**src/rtl/txdefer_pkg.sv**
```systemverilog
package txdefer_pkg;

  typedef enum logic [1:0] {
    ST_IDLE,
    ST_QUIET,
    ST_TAIL,
    ST_BUSY
  } deferState_t;

  typedef struct packed {
    logic clrCnt;
    logic incCnt;
    logic clrGap;
  } cntCtrl_t;

endpackage

```
**src/rtl/txdefer_counters.sv**
```systemverilog
module txdefer_counters
  import txdefer_pkg::*;
#(
  parameter int QUIET_CLKS  = 16,
  parameter int TAIL_CLKS   = 8,
  parameter int FD_GAP_CLKS = 28
) (
  input  logic     clk,
  input  logic     rstN,
  input  cntCtrl_t ctrl,
  output logic     quietDone,
  output logic     tailDone,
  output logic     gapMet
);

  localparam int SPAN = (QUIET_CLKS > TAIL_CLKS) ? QUIET_CLKS : TAIL_CLKS;
  localparam int CW = (SPAN > 1) ? $clog2(SPAN) : 1;
  localparam int GW = $clog2(FD_GAP_CLKS + 1);
  localparam logic [GW-1:0] GAP_LAST = GW'(FD_GAP_CLKS - 1);

  logic [CW-1:0] phaseCnt;
  logic [GW-1:0] gapCnt;

  // Phase counter: shared by the quiet window and the tail.
  always_ff @(posedge clk) begin
    if (!rstN) begin
      phaseCnt <= '0;
    end else if (ctrl.clrCnt) begin
      phaseCnt <= '0;
    end else if (ctrl.incCnt) begin
      phaseCnt <= phaseCnt + 1'b1;
    end
  end

  // Gap counter: saturates once the full-duplex spacing is met; reset starts it met.
  always_ff @(posedge clk) begin
    if (!rstN) begin
      gapCnt <= GAP_LAST;
    end else if (ctrl.clrGap) begin
      gapCnt <= '0;
    end else if (gapCnt != GAP_LAST) begin
      gapCnt <= gapCnt + 1'b1;
    end
  end

  assign quietDone = (phaseCnt == CW'(QUIET_CLKS - 1));
  assign tailDone  = (phaseCnt == CW'(TAIL_CLKS - 1));
  assign gapMet    = (gapCnt == GAP_LAST);

endmodule

```
**src/rtl/txdefer_fsm.sv**
```systemverilog
module txdefer_fsm
  import txdefer_pkg::*;
(
  input  logic     clk,
  input  logic     rstN,
  input  logic     startReq,
  input  logic     fullDuplex,
  input  logic     carrierSense,
  input  logic     frameDone,
  input  logic     quietDone,
  input  logic     tailDone,
  input  logic     gapMet,
  output cntCtrl_t ctrl,
  output logic     goStrobe,
  output logic     txBusy
);

  deferState_t state, stateNext;
  logic goNext;

  always_comb begin
    stateNext = state;
    ctrl      = '0;
    goNext    = 1'b0;
    unique case (state)
      ST_IDLE: begin
        if (startReq) begin
          stateNext   = ST_QUIET;
          ctrl.clrCnt = 1'b1;
        end
      end
      ST_QUIET: begin
        if (fullDuplex) begin
          ctrl.clrCnt = 1'b1;
          if (gapMet) begin
            stateNext = ST_BUSY;
            goNext    = 1'b1;
          end
        end else if (carrierSense) begin
          ctrl.clrCnt = 1'b1;
        end else if (quietDone) begin
          stateNext   = ST_TAIL;
          ctrl.clrCnt = 1'b1;
        end else begin
          ctrl.incCnt = 1'b1;
        end
      end
      ST_TAIL: begin
        if (fullDuplex) begin
          stateNext   = ST_QUIET;
          ctrl.clrCnt = 1'b1;
        end else if (tailDone) begin
          stateNext = ST_BUSY;
          goNext    = 1'b1;
        end else begin
          ctrl.incCnt = 1'b1;
        end
      end
      ST_BUSY: begin
        if (frameDone) begin
          stateNext   = ST_IDLE;
          ctrl.clrGap = 1'b1;
        end
      end
      default: stateNext = ST_IDLE;
    endcase
  end

  always_ff @(posedge clk) begin
    if (!rstN) begin
      state    <= ST_IDLE;
      goStrobe <= 1'b0;
    end else begin
      state    <= stateNext;
      goStrobe <= goNext;
    end
  end

  assign txBusy = (state == ST_BUSY);

endmodule

```
**src/rtl/txdefer_top.sv**
```systemverilog
module txdefer_top
  import txdefer_pkg::*;
#(
  parameter int QUIET_CLKS  = 16,
  parameter int TAIL_CLKS   = 8,
  parameter int FD_GAP_CLKS = 28
) (
  input  logic clk,
  input  logic rstN,
  input  logic startReq,
  input  logic fullDuplex,
  input  logic carrierSense,
  input  logic frameDone,
  output logic goStrobe,
  output logic txBusy
);

  cntCtrl_t ctrl;
  logic quietDone, tailDone, gapMet;

  txdefer_fsm u_fsm (
    .clk(clk), .rstN(rstN), .startReq(startReq), .fullDuplex(fullDuplex),
    .carrierSense(carrierSense), .frameDone(frameDone),
    .quietDone(quietDone), .tailDone(tailDone), .gapMet(gapMet),
    .ctrl(ctrl), .goStrobe(goStrobe), .txBusy(txBusy)
  );

  txdefer_counters #(
    .QUIET_CLKS(QUIET_CLKS), .TAIL_CLKS(TAIL_CLKS), .FD_GAP_CLKS(FD_GAP_CLKS)
  ) u_cnt (
    .clk(clk), .rstN(rstN), .ctrl(ctrl),
    .quietDone(quietDone), .tailDone(tailDone), .gapMet(gapMet)
  );

endmodule

```
**config.mk**
```make
export PLATFORM = sky130hd
export DESIGN_NAME = txdefer_top
export DESIGN_NICKNAME = d
export VERILOG_FILES = /design/src/rtl/txdefer_pkg.sv /design/src/rtl/txdefer_counters.sv /design/src/rtl/txdefer_fsm.sv /design/src/rtl/txdefer_top.sv
export SDC_FILE = /design/constraint.sdc
export NUM_CORES = 1
export LEC_CHECK = 0
export BUFFER_PORTS_ARGS = -buffer_cell sky130_fd_sc_hd__buf_2
export CORE_AREA = 4 4 41 43
export CTS_BUF_LIST = sky130_fd_sc_hd__clkbuf_4 sky130_fd_sc_hd__clkbuf_8
export CTS_CLUSTER_DIAMETER = 120
export DETAILED_ROUTE_END_ITERATION = 7
export DIE_AREA = 0 0 45 47
export PLACE_DENSITY = 0.74
export SYNTH_ARGS = -nofsm -noshare
export SYNTH_HDL_FRONTEND = slang
export SYNTH_SLANG_ARGS = --single-unit
```
**constraint.sdc**
```tcl
create_clock -name clk -period 2.06 [get_ports clk]
set_clock_uncertainty 0.1 [all_clocks]
set_input_delay 0.309 -clock clk [delete_from_list [all_inputs] [get_ports clk]]
set_output_delay 0.309 -clock clk [all_outputs]
set_load 0.01 [all_outputs]
```
# Word-level counts from Yosys, hierarchy flattened
# Cells that the tools add are included.
[word_totals]
ff_bits = 12
inputBits = 6
out_inout_bits = 2
wordCells = 56
[classes]
n_addsub = 2
n_eq_ne = 13
muxes = 30
bitwise_logic = 1
reduce_logical = 5
[op_table]
columns = ["operator", "count"]
rows = [
  ["1-bit 2-to-1 mux", 16],
  ["2-bit 2-to-1 mux", 8],
  ["3-bit != test (second input constant)", 4],
  ["5-bit 2-to-1 mux", 2],
  ["2-bit one-hot mux with 4 select lines", 1],
  ["6-bit AND reduction", 1],
  ["5-bit by 1-bit adder with 5-bit output (second input constant)", 1],
  ["5-bit equality test (second input constant)", 1],
  ["5-bit != test (second input constant)", 1],
  ["4-bit by 1-bit adder with 4-bit output (second input constant)", 1],
  ["2-bit equality test (second input constant)", 2],
  ["4-bit by 3-bit equality test with 1-bit output (second input constant)", 1],
  ["4-bit equality test (second input constant)", 1],
  ["2-bit != test (second input constant)", 2],
  ["1-bit one-hot mux with 2 select lines", 2],
  ["2-bit OR reduction", 2],
  ["1-bit one-hot mux with 3 select lines", 1],
  ["2-bit by 1-bit equality test with 1-bit output (second input constant)", 1],
  ["2-bit zero test", 1],
  ["2-bit nonzero test", 1],
  ["1-bit NOT", 1],
]

# Logic depth before layout (Yosys ltp)
[logic_depth]
word_depth = 6
mapped_depth = 6

# Modules after synthesis
# Synthesis repeated with hierarchy kept, for this count alone.
[unflattened]
cells_unflattened = 80
area_unflattened_um2 = 728.2
[by_module_without_submodules]
columns = ["mod", "instances", "cells_each", "area_each_um2", "seq_area_each_um2"]
rows = [
  ["txdefer_counters", 1, 39, 404.1, 180.2],
  ["txdefer_fsm", 1, 41, 324.1, 60.1],
]

# Worst setup path before layout
# OpenSTA, ideal clock, no wires.
[synth_path]
kind = "reg-to-reg"
from = "register u_fsm.state[0]"
to = "register u_fsm.state[0]"
arrival_ps = 1617
t_required_ps = 1841
setup_slack_ps = 225
stages_incl_launch_ff = 7
synth_period_minus_slack_ps = 1835
cell_sequence = "dfxtp_1 > inv_1 > ha_1 > nor2b_2 > a222oi_1 > nand3_1 > o221a_1"
[synth_via]
elab_chain_len = 3
word_cells_on_any_way = 12
[synth_lines]
columns = ["element", "line", "source"]
rows = [
  ["start, declared", "txdefer_fsm.sv:18", "deferState_t state, stateNext;"],
  ["start signal, assigned", "txdefer_fsm.sv:74", "state <= stateNext;"],
  ["2-bit by 1-bit equality test with 1-bit output, or another cell as far along", "txdefer_fsm.sv:25", "unique case (state)"],
  ["3-bit != test (no source line) or 2-bit != test (tied branches)", "-", ""],
  ["6-bit AND reduction (no source line)", "-", ""],
]
# Several ways; a longest one is shown, not always the timed one.
# A chain may end at the register's enable or synchronous reset.

# Final worst setup path
[layout_path]
from = "register u_cnt.phaseCnt[0]"
to = "register u_fsm.state[0]"
[layout_via]
elab_chain_len = 3
word_cells_on_any_way = 5
[layout_lines]
columns = ["element", "line", "source"]
rows = [
  ["start, declared", "txdefer_counters.sv:21", "logic [CW-1:0] phaseCnt;"],
  ["start signal, assigned", "txdefer_counters.sv:31", "phaseCnt <= phaseCnt + 1'b1;"],
  ["4-bit by 3-bit equality test with 1-bit output or 4-bit equality test (tied branches)", "txdefer_counters.sv:47, txdefer_counters.sv:46", ""],
  ["3-bit != test (no source line)", "-", ""],
  ["6-bit AND reduction (no source line) *", "-", ""],
]
# Every way passes the cells marked *; elsewhere a longest branch is shown, timed or not.

==> metrics.cfg <==
[synth]
ys_types = 30
synth_top_family_by_area = simple AND/OR/NAND/NOR gates
synth-seq-area-share = 0.3380
ys_warn_count = 0
syn_avg_cell_area_sq_um = 9.476
synth-xor-area-share = 0.06162
synth-seq-cells = 12
synth-adder-area-share = 0.1408
netlist_area_sq_um = 710.7
synth_fp_nets = 89
synth_compound_area_frac = 0.1849
syn-instance-count = 75
synth.area.mux_share = 0.02817
synthSimpleGateAreaFrac = 0.2042

[clock_network]
clock_latency_ps = 260
cts_root_buf = clkbuf_4
postCtsSetupBuffers = 0
cts_max_level = 1
clkTransAtPathRegs_ps = 70
cts_tree = done
cts_sinks = 12
clockBufferDepth = 2
cts_buffers = 3
cts_hold_buffers = 0

[power]
power_density_nw_per_um2 = 1220
power_frac_seq = 0.351
ir_drop_mv = 0.6047
switching_share = 0.3803
power_leakage_nw = 0.3484
netSwitchingPower_mw = 0.3744
combPwrFrac = 0.511
clock_power_share = 0.138
power.internal_mw = 0.6101

[die]
die_x_um = 45
row_count = 13
dieHeight_um = 47
design.core.area_sq_um = 1301
die_area_sq_um = 2115
start_util = 0.5462
io_pins = 8

[timing]
hold_slack_ps = 198.1
worst_slew_pin_slew_ps = 486.6
finalSetupTns_ps = 0
relSlewSlack = 0.6756
period_share = 0.9038
hold_viol_final = 0
setup_viol = 0
fmax_mhz = 537.1
final_max_slew_viol_count = 0
period_needed_ps = 1862
rsz0062_at_grt = no

[worst_hold_path]
min-delay-start = rstN
holdPathEnd = u_cnt.gapCnt[4]$_SDFFE_PN1P_
hold_depth = 2
hold_path_class = primary input to register

[setup_path]
required_ps = 2120
crit_fanout = 4
rrSetupSlack_ps = 200
reg2reg_depth = 5
crit_chain = ha_1 -> nand3b_1 -> a222oi_1 -> nand3_1 -> o221a_1
crit_path_end_kind = register
critical_path_class = register to register
cp_slowest_cell = a222oi_1
r2r_start = u_cnt.phaseCnt[0]$_SDFFE_PP0P_
arrival_ps = 1920
cpPeakStageDelay_ps = 510
start_kind = register
critPathLaunch = u_cnt.phaseCnt[0]$_SDFFE_PP0P_
worstReg2RegEnd = u_fsm.state[0]$_SDFFE_PN0P_

[flow_run]
maxCapViolCount = 0

[global_route]
grt_use_met1 = 0.1820
grtUsageMet3 = 0.06897
antenna_found_initial = 0
grt_util_met2 = 0.2429
track_usage = 0.1524
grt_pass1_wl_um = 2277
grt_pass1_vias = 545
grt_max_degree = 10
overflow = 0
busiest_layer = met2

[outcome]
status = finished, final reports clean

[layout]
final_net_count = 103
fillCellCount = 123
final_common_cell = dfxtp_1
drive_gt1_frac = 0.2069
final_cell_mix = dfxtp_1, inv_1, ha_1
final_util = 0.6202
fin_cells = 102
syn2layout_area_growth_pct = 13.56
diodes = 0

[placement]
hpwl_um = 1034
place.gp.congestion = 0.8136
dp.cells = 99
portBuffers = 7

[detailed_routing]
firstDrtPassIters = 4
wl_per_cell_um = 13.08
drt_iter0_markers = 23
num_vias = 586
antenna_left = 0
viasPerCell = 5.745
drt-total-wl_um = 1334
drc = 0

==> area by class of cell <==
| type | instances | area, sq um | area share |
|---|---|---|---|
| sequential | 12 | 240.2 | 0.2977 |
| tap | 15 | 18.77 | 0.02326 |
| multi-input combinational | 55 | 445.4 | 0.5519 |
| inverter | 8 | 30.03 | 0.03721 |
| timing repair buffer | 9 | 50.05 | 0.06202 |
| clock buffer | 3 | 22.52 | 0.02791 |
==> kinds of logic after synthesis <==
kind of cell	Yosys count
muxes	2
AOI/OAI and AO/OA	17
DFF	12
adders and majority gates	8
xor gates and xnor gates	5
and+or+nand+nor	23
buffers and inverters	8
==> worst max-delay path, delay by kind of cell, from the launching register on <==
family                     cells  cell delay [ps]
AOI/OAI and AO/OA              2              750
DFF                            1              380
adders and majority gates      1              240
and+or+nand+nor                2              290
==> worst max path at each step <==
stage                                  endpoint  cells after the start
global placement    u_fsm.state[1]$_SDFFE_PN0P_                      6
global route        u_fsm.state[1]$_SDFFE_PN0P_                      6
finish              u_fsm.state[0]$_SDFFE_PN0P_                      5
CTS                 u_fsm.state[1]$_SDFFE_PN0P_                      6
detailed placement  u_fsm.state[1]$_SDFFE_PN0P_                      6
floorplan           u_fsm.state[0]$_SDFFE_PN0P_                      6
==> layer usage <==
| layer | wire (um) | vias to the layer above |
|---|---|---|
| met1 | 626 | 268 |
| met3 | 58 | 2 |
| met5 | 0 | - |
| li1 | - | 305 |
| met4 | 10 | 0 |
| met2 | 638 | 11 |
==> state kept, by name, summed over array words and instances (netlist names) <==
signal and cells:
u_cnt.gapCnt 5, u_cnt.phaseCnt 4, u_fsm.state 2, u_fsm.goStrobe 1
==> cells in the mapped netlist (all sizes together) <==
| library cell | instances | area share |
|---|---|---|
| xnor2 | 1 | 0.012 |
| and4bb | 1 | 0.018 |
| a311o | 1 | 0.014 |
| o221a | 2 | 0.032 |
| and2b | 1 | 0.011 |
| o21ai | 7 | 0.049 |
| and3 | 1 | 0.0088 |
| a222oi | 2 | 0.028 |
| nand2 | 2 | 0.011 |
| nor2 | 3 | 0.016 |
| nand3b | 1 | 0.011 |
| ha | 8 | 0.14 |
| mux2i | 2 | 0.028 |
| a32oi | 1 | 0.023 |
| o32ai | 2 | 0.025 |
| a21oi | 2 | 0.014 |
| xor2 | 4 | 0.049 |
| nand4b | 1 | 0.021 |
| nand3 | 5 | 0.035 |
| nand4 | 1 | 0.0088 |
| nor3b | 1 | 0.011 |
| or3 | 2 | 0.018 |
| or2 | 1 | 0.0088 |
| nor3 | 1 | 0.0070 |
| nor2b | 1 | 0.012 |
| dfxtp | 12 | 0.34 |
| and2 | 1 | 0.0088 |
| inv | 8 | 0.042 |
==> power by group through the flow <==
stage          Sequential (mW)  Combinational [mW]  Clock (mW)
3_3_place_gp             0.347               0.486           0
3_5_place_dp             0.349               0.490           0
6_report                 0.346               0.503       0.135
5_1_grt                  0.355               0.560       0.156
2_1_floorplan            0.348               0.358           0
4_1_cts                  0.344               0.495       0.142
==> stage by stage <==
step / power [mW] / setup slack [ps] / cell area, sq um
floorplan: 0.7058 / 224.9 / 710.7
global placement: 0.8324 / 148.0 / 779.5
detailed placement: 0.8391 / 168.1 / 779.5
CTS: 0.9801 / 149.0 / 802.0
global route: 1.072 / 40.99 / 807.0
finish: 0.9845 / 198.1 / 807.0
==> what timing repair did <==
| item | in CTS | in global routing |
|---|---|---|
| hold endpoints to repair | 0 | 0 |
| endpoints found under the setup margin | 0 | 1 |
| resized for setup | 0 | 1 |
Note: power is estimated with default switching activity, not from simulation.
